### src/rtl/adc_seq_pkg.sv
package adc_seq_pkg;
    typedef enum logic {
        SEQ_IDLE = 1'b0,
        SEQ_BUSY = 1'b1
    } seq_state_e;
endpackage

### src/rtl/adc_seq_range.sv
// Turns mode and channel code into the first and last input of a run.
module adc_seq_range #(
    parameter int CH_W = 3
) (
    input  logic            scan_mode,
    input  logic [CH_W-1:0] code,
    output logic [CH_W-1:0] first_ch,
    output logic [CH_W-1:0] last_ch
);
    localparam int IDX_W = CH_W - 1;

    always_comb begin
        if (scan_mode) begin
            // bank bit kept, position cleared: run starts at the bank base
            first_ch = {code[CH_W-1], {IDX_W{1'b0}}};
        end else begin
            first_ch = code;
        end
        // in both modes the code itself names the final input of the run
        last_ch = code;
    end
endmodule

### src/rtl/adc_seq_step.sv
// Advances the current input inside [first, last] with wrap-around.
module adc_seq_step #(
    parameter int CH_W = 3
) (
    input  logic [CH_W-1:0] cur_ch,
    input  logic [CH_W-1:0] first_ch,
    input  logic [CH_W-1:0] last_ch,
    output logic [CH_W-1:0] next_ch,
    output logic            at_last
);
    always_comb begin
        at_last = (cur_ch == last_ch);
        next_ch = at_last ? first_ch : cur_ch + 1'b1;
    end
endmodule

### src/rtl/adc_scan_seq.sv
module adc_scan_seq
    import adc_seq_pkg::*;
#(
    parameter int CH_W = 3
) (
    input  logic            clk,
    input  logic            rst_n,
    input  logic            start_i,
    input  logic            stop_i,
    input  logic            scan_mode_i,
    input  logic [CH_W-1:0] chan_code_i,
    output logic            conv_req_o,
    input  logic            conv_done_i,
    output logic [CH_W-1:0] mux_sel_o,
    output logic            wr_en_o,
    output logic [CH_W-2:0] wr_idx_o,
    output logic            end_o
);
    localparam int IDX_W = CH_W - 1;

    typedef struct packed {
        seq_state_e      st;
        logic            single;
        logic [CH_W-1:0] first;
        logic [CH_W-1:0] last;
        logic [CH_W-1:0] cur;
        logic            wr_en;
        logic [IDX_W-1:0] wr_idx;
        logic            eop;
    } seq_t;

    seq_t r_q, r_d;

    logic [CH_W-1:0] rng_first, rng_last;
    logic [CH_W-1:0] nxt_ch;
    logic            at_last;

    adc_seq_range #(.CH_W(CH_W)) u_range (
        .scan_mode (scan_mode_i),
        .code      (chan_code_i),
        .first_ch  (rng_first),
        .last_ch   (rng_last)
    );

    adc_seq_step #(.CH_W(CH_W)) u_step (
        .cur_ch   (r_q.cur),
        .first_ch (r_q.first),
        .last_ch  (r_q.last),
        .next_ch  (nxt_ch),
        .at_last  (at_last)
    );

    always_comb begin
        r_d       = r_q;
        r_d.wr_en = 1'b0;
        r_d.eop   = 1'b0;
        case (r_q.st)
            SEQ_IDLE: begin
                if (start_i) begin
                    r_d.st     = SEQ_BUSY;
                    r_d.single = !scan_mode_i;
                    r_d.first  = rng_first;
                    r_d.last   = rng_last;
                    r_d.cur    = rng_first;
                end
            end
            SEQ_BUSY: begin
                if (conv_done_i) begin
                    r_d.wr_en  = 1'b1;
                    r_d.wr_idx = r_q.cur[IDX_W-1:0];
                    r_d.eop    = r_q.single || at_last;
                    if (r_q.single || stop_i) begin
                        r_d.st = SEQ_IDLE;
                    end else begin
                        r_d.cur = nxt_ch;
                    end
                end else if (stop_i) begin
                    r_d.st = SEQ_IDLE;
                end
            end
            default: r_d.st = SEQ_IDLE;
        endcase
    end

    always_ff @(posedge clk) begin
        if (!rst_n) begin
            r_q <= '0;
        end else begin
            r_q <= r_d;
        end
    end

    assign conv_req_o = (r_q.st == SEQ_BUSY);
    assign mux_sel_o  = r_q.cur;
    assign wr_en_o    = r_q.wr_en;
    assign wr_idx_o   = r_q.wr_idx;
    assign end_o      = r_q.eop;

    // a write follows exactly one accepted done
    assert_write_after_done_R6: assert property (@(posedge clk) disable iff (!rst_n)
        wr_en_o |-> $past(conv_done_i && conv_req_o));

    // index is the bank position of the input that was converted
    assert_index_matches_R6: assert property (@(posedge clk) disable iff (!rst_n)
        wr_en_o |-> (wr_idx_o == $past(mux_sel_o[IDX_W-1:0])));

    // end flag only accompanies a write
    assert_end_with_write_R8: assert property (@(posedge clk) disable iff (!rst_n)
        end_o |-> wr_en_o);

    // a finished single conversion leaves the request low
    assert_single_stops_R7: assert property (@(posedge clk) disable iff (!rst_n)
        (wr_en_o && r_q.single) |-> !conv_req_o);

    // waiting request keeps its selection
    assert_sel_stable_R11: assert property (@(posedge clk) disable iff (!rst_n)
        (conv_req_o && !conv_done_i && !stop_i) |=> (conv_req_o && $stable(mux_sel_o)));

    // selection never leaves the latched range
    assert_sel_in_range_R3: assert property (@(posedge clk) disable iff (!rst_n)
        conv_req_o |-> (mux_sel_o >= r_q.first && mux_sel_o <= r_q.last));

    // a stop without done ends the request with no write
    assert_stop_abort_R9: assert property (@(posedge clk) disable iff (!rst_n)
        (conv_req_o && stop_i && !conv_done_i) |=> (!conv_req_o && !wr_en_o));
endmodule

### config.mk
export PLATFORM = sky130hd
export DESIGN_NAME = adc_scan_seq
export DESIGN_NICKNAME = d
export VERILOG_FILES = /design/src/rtl/adc_seq_pkg.sv /design/src/rtl/adc_seq_range.sv /design/src/rtl/adc_seq_step.sv /design/src/rtl/adc_scan_seq.sv
export SDC_FILE = /design/constraint.sdc
export NUM_CORES = 1
export LEC_CHECK = 0
export ABC_AREA = 1
export BUFFER_PORTS_ARGS = -buffer_cell sky130_fd_sc_hd__buf_2
export CELL_PAD_IN_SITES_DETAIL_PLACEMENT = 2
export CELL_PAD_IN_SITES_GLOBAL_PLACEMENT = 2
export CORE_MARGIN = 2
export CORE_UTILIZATION = 28
export CTS_CLUSTER_DIAMETER = 120
export DETAILED_ROUTE_END_ITERATION = 6
export PLACE_DENSITY = 0.78
export SYNTH_ARGS = -nofsm -noshare
export SYNTH_HDL_FRONTEND = slang
export SYNTH_SLANG_ARGS = --single-unit
export TNS_END_PERCENT = 30
### constraint.sdc
create_clock -name clk -period 1.3 [get_ports clk]
set_clock_uncertainty 0.2 [all_clocks]
set_input_delay 0.26 -clock clk [delete_from_list [all_inputs] [get_ports clk]]
set_output_delay 0.26 -clock clk [all_outputs]
set_load 0.05 [all_outputs]
; After elaboration in Yosys (flattened, before gate mapping)
; Cells that the tools add are included.
[classes]
n_addsub = 1
mul = 0
n_div = 0
magnitude_cmp = 0
n_eq_ne = 4
shifts = 0
mux = 10
bitwise = 1
n_reduce_logical = 8
[op_table]
columns = operator, n
row1 = $mux W11, 1
row2 = $mux W7, 1
row3 = $mux W3, 2
row4 = $ne A2 B2 Y1 const B, 3
row5 = $pmux W3 S2, 1
row6 = $reduce_and A2 Y1, 3
row7 = $reduce_and A3 Y1, 2
row8 = $add A3 B1 Y3 const B, 1
row9 = $eq A3 B3 Y1, 1
row10 = $mux W1, 3
row11 = $logic_or A1 B1 Y1, 2
row12 = $mux W2, 1
row13 = $pmux W1 S2, 1
row14 = $logic_not A1 Y1, 1
row15 = $not A1 Y1, 1
[totals]
ff_bits = 15
latch_bits = 0
ramBits = 0
mem_bits_ro = 0
inputBits = 9
out_inout_bits = 8
wordCells = 32
memories = 0

; Depth between registers and ports, before layout
; Gate-level depths: netlist (run 1).
[logic_depth]
ltp_word = 5
mapped_depth = 8
mapped_depth_nobuf = 8

; By module
; A second synthesis (run 1) with hierarchy kept.
[unflattened]
hier_cells = 122
hier_area_um2 = 812.0
[modules_own_cells]
columns = module, instances, cells_each, area_each_um2, seq_area_each_um2
row1 = adc_scan_seq, 1, 90, 634.4, 300.3
row2 = adc_seq_step, 1, 24, 132.6, 0.0
row3 = adc_seq_range, 1, 8, 45.0, 0.0

; Worst setup path after synthesis (run 1)
; Ideal clock, no wire load.
[synth_path]
kind = register -> register
startpoint = register r_q, in the netlist conv_req_o
endpoint = register r_q, in the netlist mux_sel_o[1]
setup_ps = 119
t_arrival_ps = 1231
required_ps = 981
path_slack_ps = -250
stages_incl_launch_ff = 8
path_buffers = 0
period_less_slack_ps = 1550
cell_sequence = dfxtp_1 nand2_2 clkinv_4 nand2_4 nand2_4 inv_2 nor2_1 a21oi_1
[synth_via]
elab_chain_cells = 3
elab_cells_between_ends = 6
classes_between = eq/ne: 3 / mux: 1 / bitwise: 1 / reduce/logical: 1
[synth_lines]
columns = item, line
row1 = "start, declared", adc_scan_seq.sv:32  ; seq_t r_q, r_d;
row2 = "start signal, assigned", adc_scan_seq.sv:89  ; r_q <= r_d;
row3 = $not A1 Y1 (no line), n/a
row4 = $ne A2 B2 Y1 (no line), n/a
row5 = $reduce_and A3 Y1 (no line), n/a
; Several ways; a longest one is shown, not always the timed one.
; A chain may end at the register's enable or synchronous reset.

; Final worst setup path (run 1)
[layout_path]
startpoint = register r_q, in the netlist conv_req_o
endpoint = register r_q, in the netlist mux_sel_o[0]
; Same word-level chain as after synthesis.

==> results.yml, run 1 <==
logic_synthesis:
  synth_seq_area_share: 0.387
  yosysTopAreaCellShare: 0.387
  synthDominantAreaCellType: "sky130_fd_sc_hd__dfxtp_1"
  synth.lib_cells_used.distinct: 23
  synth_seq_cells: 14
  synth.area.top_cells: "sky130_fd_sc_hd__dfxtp_1 (39%), sky130_fd_sc_hd__nand2_1 (8.8%), sky130_fd_sc_hd__a21oi_1 (8.3%)"
  yosysWarningCount: 0
  synth.cell_area_um2: 724
  mappedNetlistNets: 107
  postSynthAreaPerCell_um2: 7.47
  number_of_cells_produced_by_synthesis: 97
routing:
  drtAntennaViolNets: 0
  detail_route.drc_violations: 0
  length_of_the_first_detailed_routing_pass_in_iterations: 4
  routedWlPerCell_um: 15.6
  initialDrtViolationCount: 1
  post_drt_via_cell_ratio: 4.69
  routed-via-count: 703
  wl_um: 2340
worst_setup_path:
  reg2reg_depth: 6
  start_kind: "flip-flop"
  worstPathArrival_ps: 1340
  worstReg2RegStart: "conv_req_o$_SDFF_PN0_"
  worst_case_register_to_register_setup_slack_ps: -60
  timing.critical_path.to_type: "flip-flop"
  crit_required_ps: 1280
  crit_chain: "nand2_2 > clkinv_4 > nand2_4 > nand2_4 > o21ai_0 > a21oi_1"
  worstSetupPathType: "reg -> reg"
  r2r-end: "mux_sel_o[0]$_SDFFE_PN0P_"
  timing.critical_path.mode_cell: "sky130_fd_sc_hd__nand2_4"
  worst-path-max-fanout: 7
  maximum_cell_stage_delay_along_the_critical_path_ps: 380
  slowest_cp_cell: "sky130_fd_sc_hd__dfxtp_4"
sta:
  clock.fmax_mhz: 736
  final-max-slew-violation-count: 0
  worst_slew_margin_rel: 0.837
  final.setup.worst_slack_ps: -57.8
  finalSetupViolations: 3
  fin_crit_ps: 1360
  grt_setup_unrepaired: "yes"
  final.period_utilization: 1.04
  tightestPinTransition_ps: 242
  timing_hold_violations_final: 0
  fin_setup_tns_ps: -90.7
placed_design:
  finalWeightedCongestion: 0.751
  post_dp_cell_area_um2: 846
  port_buffers: 16
  dp_hpwl_um: 1620
power:
  vdd_drop_max_uv: 838
  p_int_w: 0.000766
  power.density_nw_per_um2: 1090
  combinationalPowerShare: 0.296
  clkPwrFrac: 0.285
  power.share.sequential: 0.419
  power_switching_w: 0.000402
  netSwitchingFraction: 0.345
  leakage_nw: 0.470
grt:
  groute.usage.overall: 0.164
  global_route.overflow_total: 0
  antenna_found_initial: 0
  grt_start_max_net_pins: 9
  global_route_wire_length_before_repair_um: 3350
  via_count_of_the_first_global_routing_pass: 729
floorplanning:
  design.die.area_um2: 3010
  num_io_pins: 17
  placementRows: 18
  core_area_um2: 2450
  starting_density: 0.295
  chipWidth_um: 54.9
  chipHeight_um: 54.9
cts:
  clock_insertion_delay_worst_skew_ps: 290
  clkSinkCount: 14
  cts_max_path_buffers: 2
  tritoncts.num_buffers: 3
  cts_root_buffer: "sky130_fd_sc_hd__clkbuf_4"
  clkTransAtPathRegs_ps: 100
  cts.htree.levels: 1
  cts_tree: "yes"
layout:
  post-route-cell-area_um2: 1070
  nNetsFinal: 131
  insertedDiodeCount: 0
  layout_common_cells: "sky130_fd_sc_hd__a21oi_1 (11), sky130_fd_sc_hd__nand2_1 (11), sky130_fd_sc_hd__inv_1 (10)"
  drive_gt1_frac: 0.567
  nFillCells: 276
  area_growth_pct: 48.2
flow_run:
  cap_viol_max_count: 0
worst_hold_path:
  endpoint_with_the_worst_hold_slack: "wr_idx_o[0]$_SDFFE_PN0P_"
  hold_start: "rst_n"
  hold_path.class: "in -> reg"
  holdPathStages: 3
status:
  violations_in_the_final_reports: "negative setup slack"
  outcome: "finished with violations"
[how the worst max path moves through the flow]
stage | startpoint | to | slack (ps) | depth (start not counted)
after global routing | conv_req_o$_SDFF_PN0_ | mux_sel_o[0]$_SDFFE_PN0P_ | -150 | 6
after CTS | mux_sel_o[0]$_SDFFE_PN0P_ | mux_sel_o[0] | -8 | 1
final | conv_req_o$_SDFF_PN0_ | mux_sel_o[0]$_SDFFE_PN0P_ | -60 | 6
after global placement | start_i | mux_sel_o[0]$_SDFFE_PN0P_ | -10 | 8
after floorplan | conv_req_o$_SDFF_PN0_ | mux_sel_o[1]$_SDFFE_PN0P_ | 70 | 6
after detailed placement | mux_sel_o[0]$_SDFFE_PN0P_ | mux_sel_o[2]$_SDFFE_PN0P_ | -40 | 8
[worst max-delay path: cells and delay by family, from the launching register on]
kind                   cells  cell delay, ps
DFF                        1             380
AOI/OAI and AO/OA          2             310
and+or+nand+nor            3             260
buffers and inverters      1             100
[synthesized netlist by cell type]
master                     number
sky130_fd_sc_hd__a21oi_2        1
sky130_fd_sc_hd__nor2_1         6
sky130_fd_sc_hd__nand4_1        2
sky130_fd_sc_hd__o21ai_2        1
sky130_fd_sc_hd__nand3_1        2
sky130_fd_sc_hd__nand3_2        1
sky130_fd_sc_hd__ha_1           1
sky130_fd_sc_hd__nand2_2        5
sky130_fd_sc_hd__o21ai_0        5
sky130_fd_sc_hd__inv_2          3
sky130_fd_sc_hd__nor2_4         1
sky130_fd_sc_hd__xor2_1         1
sky130_fd_sc_hd__nand3b_1       1
sky130_fd_sc_hd__a21boi_1       1
sky130_fd_sc_hd__buf_4          5
sky130_fd_sc_hd__inv_4          1
sky130_fd_sc_hd__clkinv_4       1
sky130_fd_sc_hd__inv_1         12
sky130_fd_sc_hd__nor2_2         2
sky130_fd_sc_hd__nand2_4        2
sky130_fd_sc_hd__nand2_1       17
sky130_fd_sc_hd__a21oi_1       12
sky130_fd_sc_hd__dfxtp_1       14
[cell type report]
type / count / area, um2 / area share
inverter: 17 / 73.8 / 0.0688
tap: 30 / 37.5 / 0.0350
multi-input combinational: 61 / 417 / 0.388
sequential: 14 / 302 / 0.281
timing repair buffer: 24 / 208 / 0.193
clock buffer: 4 / 36.3 / 0.0338
[power by group through the flow]
stage	sequential [W]	combinational, W	clock (W)
after floorplan	0.000497	0.000175	0
after global placement	0.000486	0.000253	0
after detailed placement	0.000488	0.000262	0
after CTS	0.000481	0.000289	0.000340
after global routing	0.000494	0.000375	0.000371
final	0.000489	0.000345	0.000333
[timing repair]
item | CTS | global route
buffers inserted | 0 | 2
gates resized for setup | 23 | 31
hold buffers | 1 | 0
pin swaps | 1 | 15
endpoints found under the setup margin | 11 | 12
endpoints found under the hold margin | 1 | 0
[kinds of logic after synthesis]
logic type	Yosys count	synth area share
AO/OA/AOI/OAI	20	0.152
AND/OR/NAND/NOR	39	0.282
buffers and inverters	22	0.150
adder cells (fa/ha/maj)	1	0.0173
XOR/XNOR	1	0.0121
flip-flops	14	0.387
[stage by stage]
| step | power (W) | setup slack (ps) | hold WS (ps) | utilization | instances |
|---|---|---|---|---|---|
| final | 0.00117 | -57.8 | 47.6 | 0.437 | 150 |
| after global routing | 0.00124 | -150 | 47.1 | 0.437 | 150 |
| after CTS | 0.00111 | -8.40 | 29.0 | 0.389 | 148 |
| after detailed placement | 0.000750 | -40.0 | 292 | 0.345 | 143 |
| after global placement | 0.000739 | -11.8 | 271 | 0.345 | 143 |
| after floorplan | 0.000672 | 72.1 | 149 | - | 97 |
[per-layer routing]
layer  global-route usage  wire length [um]  vias up
li1                     -                 -      351
met1                0.208               964      336
met2                0.264              1280       14
met3               0.0519                81        2
met4               0.0500                10        0
met5                    0                 0        -
[flip-flops by register name, indices dropped and copies added, names as in the netlist]
register / count
end_o: 1
wr_en_o: 1
wr_idx_o: 2
conv_req_o: 1
r_q: 6
mux_sel_o: 3
Power figures use the tool's default switching activity.
==> run 2, diff against run 1 <==
--- a/config.mk
+++ b/config.mk
@@ -5,12 +5,11 @@
 export SDC_FILE = /design/constraint.sdc
 export NUM_CORES = 1
 export LEC_CHECK = 0
-export ABC_AREA = 1
 export BUFFER_PORTS_ARGS = -buffer_cell sky130_fd_sc_hd__buf_2
 export CELL_PAD_IN_SITES_DETAIL_PLACEMENT = 2
 export CELL_PAD_IN_SITES_GLOBAL_PLACEMENT = 2
 export CORE_MARGIN = 2
-export CORE_UTILIZATION = 28
+export CORE_UTILIZATION = 29
 export CTS_CLUSTER_DIAMETER = 120
 export DETAILED_ROUTE_END_ITERATION = 6
 export PLACE_DENSITY = 0.78
==> results.yml, run 2 <==
floorplanning:
  chipWidth_um: 52.5
  chipHeight_um: 52.5
  starting_density: 0.308
  placementRows: 17
  design.die.area_um2: 2760
  num_io_pins: 17
  core_area_um2: 2210
worst_setup_path:
  timing.critical_path.max_delay_family: "compound AO/OA/AOI/OAI gates"
  start_kind: "flip-flop"
  worstSetupPathType: "reg -> reg"
  worst-path-max-fanout: 3
  maximum_cell_stage_delay_along_the_critical_path_ps: 330
  worst_case_register_to_register_setup_slack_ps: -210
  timing.critical_path.to_type: "flip-flop"
  crit_chain: "nand4bb_2 > a211oi_2 > o211ai_1 > o211ai_1"
  cp.buffers_inverters: 0
  timing.critical_path.mode_cell: "sky130_fd_sc_hd__o211ai_1"
  slowest_cp_cell: "sky130_fd_sc_hd__dfxtp_1"
  worstPathArrival_ps: 1540
  crit_required_ps: 1330
logic_synthesis:
  mappedNetlistNets: 88
  post_synth_xor_area_fraction: 0.0606
  postSynth.topFlopCell: "sky130_fd_sc_hd__dfxtp_1"
  synth.area.top_cells: "sky130_fd_sc_hd__dfxtp_1 (41%), sky130_fd_sc_hd__nand2_1 (7.2%), sky130_fd_sc_hd__buf_4 (6.6%)"
  adder_and_majority_cell_fraction_of_the_synthesized_area: 0.0183
  synth_enable_flop_cells: 0
  synth_top_cells_by_count: "sky130_fd_sc_hd__dfxtp_1 (14), sky130_fd_sc_hd__nand2_1 (13), sky130_fd_sc_hd__buf_4 (6), sky130_fd_sc_hd__nor2_1 (6), sky130_fd_sc_hd__a21oi_1 (5)"
  postSynth.asyncResetShare: 0
  number_of_cells_produced_by_synthesis: 78
  synth_seq_area_share: 0.411
  synthMuxAreaShare: 0.0459
  synthMostInstantiatedCell: "sky130_fd_sc_hd__dfxtp_1"
  synth_seq_cells: 14
  yosysWarningCount: 0
  synth-simple-area-share: 0.194
  synth_compound_area_frac: 0.176
  synth.lib_cells_used.distinct: 30
  synth.cell_area_um2: 682
  synth_top_family_by_area: "simple AND/OR/NAND/NOR gates"
  yosysTopAreaCellShare: 0.411
  synthDominantAreaCellType: "sky130_fd_sc_hd__dfxtp_1"
  postSynthAreaPerCell_um2: 8.74
cts:
  cts_tree: "yes"
  tritoncts.num_buffers: 3
  clock_insertion_delay_worst_skew_ps: 300
  clkSinkCount: 14
  cts.htree.levels: 1
  clkTransAtPathRegs_ps: 100
  cts_max_path_buffers: 2
  hold_bufs_at_cts: 0
  cts_root_buffer: "sky130_fd_sc_hd__clkbuf_4"
sta:
  clock.fmax_mhz: 663
  finalSetupViolations: 10
  final.setup.worst_slack_ps: -209
  tightestPinTransition_ps: 280
  whs_ps: 12.8
  final-max-slew-violation-count: 0
  timing_hold_violations_final: 0
  fin_crit_ps: 1510
  worst_slew_margin_rel: 0.810
  grt_setup_unrepaired: "yes"
  final.period_utilization: 1.16
layout:
  register_containing_the_most_flip_flops_in_the_final_layout: "r_q"
  insertedDiodeCount: 0
  drive_gt1_frac: 0.574
  layout_common_cells: "sky130_fd_sc_hd__nand2_1 (13), sky130_fd_sc_hd__buf_4 (12), sky130_fd_sc_hd__buf_6 (10)"
  nNetsFinal: 119
  largest_reg_flops: 6
  area_growth_pct: 65.9
  leading_cell_type_in_the_layout_fill_and_taps_excluded: "sky130_fd_sc_hd__nand2_1"
routing:
  initialDrtViolationCount: 5
  post_drt_via_cell_ratio: 5.01
  length_of_the_first_detailed_routing_pass_in_iterations: 3
  routedWlPerCell_um: 18.9
  detail_route.drc_violations: 0
  routed-via-count: 681
  wl_um: 2580
  drtAntennaViolNets: 0
status:
  violations_in_the_final_reports: "negative setup slack"
  outcome: "finished with violations"
grt:
  global_route.overflow_total: 0
  grt_start_max_net_pins: 10
  antenna_found_initial: 0
  via_count_of_the_first_global_routing_pass: 752
  global_route_wire_length_before_repair_um: 3750
  groute.usage.overall: 0.196
power:
  leakage_nw: 0.487
  vdd_drop_max_uv: 609
  power.density_nw_per_um2: 1060
flow_run:
  cap_viol_max_count: 0
placed_design:
  port_buffers: 16
  finalWeightedCongestion: 0.778
  preCtsSetupSlack_ps: -229
  dp_hpwl_um: 1560
worst_hold_path:
  hold_path.class: "in -> reg"
==> run 2: changes by cell type in the layout (fill, tap and decap cells not counted), sizes merged, moves of 3 or more <==
| cell | previous run | this run |
|---|---|---|
| o21ai | 6 | 3 |
| buf | 23 | 33 |
| a31oi | 0 | 4 |
| a21oi | 13 | 5 |
| xnor2 | 0 | 3 |
| nor2 | 9 | 6 |
| inv | 16 | 3 |
| nand2 | 24 | 13 |
==> run 2: cells by family (layout without fill, tap and decap cells) <==
group           Yosys count  in the layout
simple gates             27             27
xor+xnor                  3              3
fa+ha+maj                 1              1
flops                    14             14
compound gates           19             19
buf+inv                  11             41
mux                       3              3
==> run 2: path summary, 6_finish.rpt <==
path	startpoint	endpoint	cells after the start
worst max-delay path	r_q[13]$_SDFFE_PN0P_	mux_sel_o[2]$_SDFFE_PN0P_	4
worst min-delay path	chan_code_i[1]	r_q[8]$_SDFFE_PN0P_	3
worst max register to register	r_q[13]$_SDFFE_PN0P_	mux_sel_o[2]$_SDFFE_PN0P_	4
worst min register to register	r_q[11]$_SDFFE_PN0P_	r_q[11]$_SDFFE_PN0P_	2
==> run 2: worst min-delay path: cells and delay by family <==
family	cells	cell delay [ps]
buffers and inverters	1	110
AOI/OAI and AO/OA	1	50
and+or+nand+nor	1	50
==> run 2: layer usage <==
| layer | up-vias | routed length, um | GRT usage |
|---|---|---|---|
| met4 | 0 | 50 | 0.0897 |
| met5 | - | 0 | 0 |
| li1 | 330 | - | - |
| met1 | 332 | 1090 | 0.239 |
| met3 | 6 | 60 | 0.0343 |
| met2 | 13 | 1380 | 0.331 |
==> run 2: what timing repair did <==
item	in CTS	in global routing
endpoints found under the setup margin	15	16
gates resized for setup	34	19
pin swaps	8	9
setup buffers	1	1
hold endpoints to repair	0	0
==> run 2: through the flow <==
step	std cells	utilization	cell area [um2]	power [W]	TNS, ps
floorplan	78	-	702	0.000641	-295
global placement	130	0.395	873	0.000736	-434
detailed placement	130	0.395	873	0.000748	-609
CTS	135	0.468	1030	0.00115	-864
global route	136	0.511	1130	0.00126	-1860
finish	136	0.511	1130	0.00120	-1350
==> run 2: area by class of cell <==
cell class	count	area (um2)
clock buffer	4	36.3
fill	243	1080
timing repair buffer	33	288
tap	28	35.0
sequential	14	299
inverter	4	15.0
multi-input combinational	53	458
==> run 2: report_power, final <==
group	leakage, nW	switching [W]	internal (W)
clock network	0.0210	0.000169	0.000171
logic	0.346	0.000181	0.000191
registers	0.119	0.0000382	0.000453
total	0.487	0.000388	0.000816
==> run 3, diff against run 2 <==
==> constraint.sdc (replaced) <==
create_clock -name clk -period 1.3 [get_ports clk]
set_clock_uncertainty 0.2 [all_clocks]
set_input_delay 0.195 -clock clk [delete_from_list [all_inputs] [get_ports clk]]
set_output_delay 0.195 -clock clk [all_outputs]
set_load 0.05 [all_outputs]
==> results.yml, run 3 (synthesis results as in run 2) <==
status:
  outcome: "finished with violations"
  violations_in_the_final_reports: "negative setup slack"
floorplanning:
  num_io_pins: 17
  design.die.area_um2: 2760
  chipHeight_um: 52.5
  placementRows: 17
  chipWidth_um: 52.5
  starting_density: 0.308
  core_area_um2: 2210
layout:
  register_containing_the_most_flip_flops_in_the_final_layout: "r_q"
  insertedDiodeCount: 0
  largest_reg_flops: 6
  nNetsFinal: 124
  layout_common_cells: "sky130_fd_sc_hd__nand2_1 (13), sky130_fd_sc_hd__buf_4 (13), sky130_fd_sc_hd__buf_2 (10)"
  area_growth_pct: 71.0
  post-route-cell-area_um2: 1170
  drive_gt1_frac: 0.531
  final_core_util: 0.527
sta:
  final.period_utilization: 1.16
  timing_hold_violations_final: 0
  grt_setup_unrepaired: "yes"
  fin_crit_ps: 1510
  fin_setup_tns_ps: -1060
  worst_slew_margin_rel: 0.828
  clock.fmax_mhz: 662
  finalSetupViolations: 9
  tightestPinTransition_ps: 256
  final-max-slew-violation-count: 0
  final.setup.worst_slack_ps: -212
power:
  power_w: 0.00121
  vdd_drop_max_uv: 748
  power.density_nw_per_um2: 1030
  leakage_nw: 0.504
worst_setup_path:
  worst-path-max-fanout: 5
  cp.buffers_inverters: 0
  reg2reg_depth: 4
  r2r-end: "mux_sel_o[1]$_SDFFE_PN0P_"
  slowest_cp_cell: "sky130_fd_sc_hd__dfxtp_4"
  start_kind: "flip-flop"
  crit_chain: "xnor2_4 > nand3_2 > mux2_4 > a31oi_4"
  timing.critical_path.to_type: "flip-flop"
  worstPathArrival_ps: 1540
  timing.critical_path.max_delay_family: "flip-flops"
  worstSetupPathType: "reg -> reg"
  crit_required_ps: 1330
  worst_case_register_to_register_setup_slack_ps: -210
  worstReg2RegStart: "r_q[7]$_SDFFE_PN0P_"
  maximum_cell_stage_delay_along_the_critical_path_ps: 380
worst_hold_path:
  hold_start: "scan_mode_i"
  hold_path.class: "in -> reg"
  holdPathStages: 4
  endpoint_with_the_worst_hold_slack: "r_q[13]$_SDFFE_PN0P_"
cts:
  clkSinkCount: 14
  cts_max_path_buffers: 2
  cts_root_buffer: "sky130_fd_sc_hd__clkbuf_4"
  cts.htree.levels: 1
  clock_insertion_delay_worst_skew_ps: 300
  cts_tree: "yes"
  tritoncts.num_buffers: 3
  clkTransAtPathRegs_ps: 90
grt:
  global_route_wire_length_before_repair_um: 3770
  antenna_found_initial: 0
  grt_start_max_net_pins: 9
  via_count_of_the_first_global_routing_pass: 703
  groute.usage.overall: 0.202
  global_route.overflow_total: 0
placed_design:
  post_dp_cell_area_um2: 873
  dp_hpwl_um: 1540
  finalWeightedCongestion: 0.760
  port_buffers: 16
  preCtsSetupSlack_ps: -251
routing:
  routed-via-count: 702
  drtAntennaViolNets: 0
  length_of_the_first_detailed_routing_pass_in_iterations: 2
  wl_um: 2590
  post_drt_via_cell_ratio: 4.98
  detail_route.drc_violations: 0
  routedWlPerCell_um: 18.3
  initialDrtViolationCount: 1
flow_run:
  cap_viol_max_count: 0
## run 3: timing repair
item	4_1_cts	5_1_grt
resized for setup	29	19
endpoints found under the hold margin	7	0
pin swaps	5	7
setup endpoints to repair	14	14
hold buffers	4	0
setup buffers	1	2
## run 3: metal layers
metal	global-route usage	wire length [um]
met1	0.247	1070
met2	0.342	1410
met3	0.0343	65
met4	0.0897	42
met5	0	0
## run 3: layout make-up
type / instances / area [um2]
fill: 230 / 1050
tap: 28 / 35.0
sequential: 14 / 299
clock buffer: 4 / 36.3
multi-input combinational: 53 / 462
inverter: 4 / 15.0
timing repair buffer: 38 / 319
## run 3: where the power goes
part	total, W	switching (W)	internal, W
combinational	0.000377	0.000186	0.000191
sequential	0.000488	0.0000356	0.000452
clock	0.000342	0.000171	0.000171
total	0.00121	0.000392	0.000814
## run 3: worst max path at each step
stage,startpoint,to,slack (ps),depth (start not counted)
after floorplan,conv_req_o$_SDFF_PN0_,mux_sel_o[2]$_SDFFE_PN0P_,-180,5
after detailed placement,mux_sel_o[0]$_SDFFE_PN0P_,mux_sel_o[1]$_SDFFE_PN0P_,-250,4
final,r_q[7]$_SDFFE_PN0P_,mux_sel_o[1]$_SDFFE_PN0P_,-210,4
after global routing,r_q[7]$_SDFFE_PN0P_,mux_sel_o[1]$_SDFFE_PN0P_,-290,4
after CTS,r_q[13]$_SDFFE_PN0P_,mux_sel_o[2]$_SDFFE_PN0P_,-160,4
after global placement,mux_sel_o[1]$_SDFFE_PN0P_,mux_sel_o[1]$_SDFFE_PN0P_,-200,4
## run 3: worst register-to-register path, cell delays in order (launching register included)
cell and delay, ps:
sky130_fd_sc_hd__dfxtp_4 380, sky130_fd_sc_hd__xnor2_4 250, sky130_fd_sc_hd__nand3_2 140, sky130_fd_sc_hd__mux2_4 340, sky130_fd_sc_hd__a31oi_4 130
## run 3: per-stage QoR
step | hold slack, ps | std cells
after CTS | 14.3 | 139
after floorplan | 131 | 78
final | 31.5 | 141
after global routing | 57.5 | 141
after global placement | 247 | 130
after detailed placement | 255 | 130
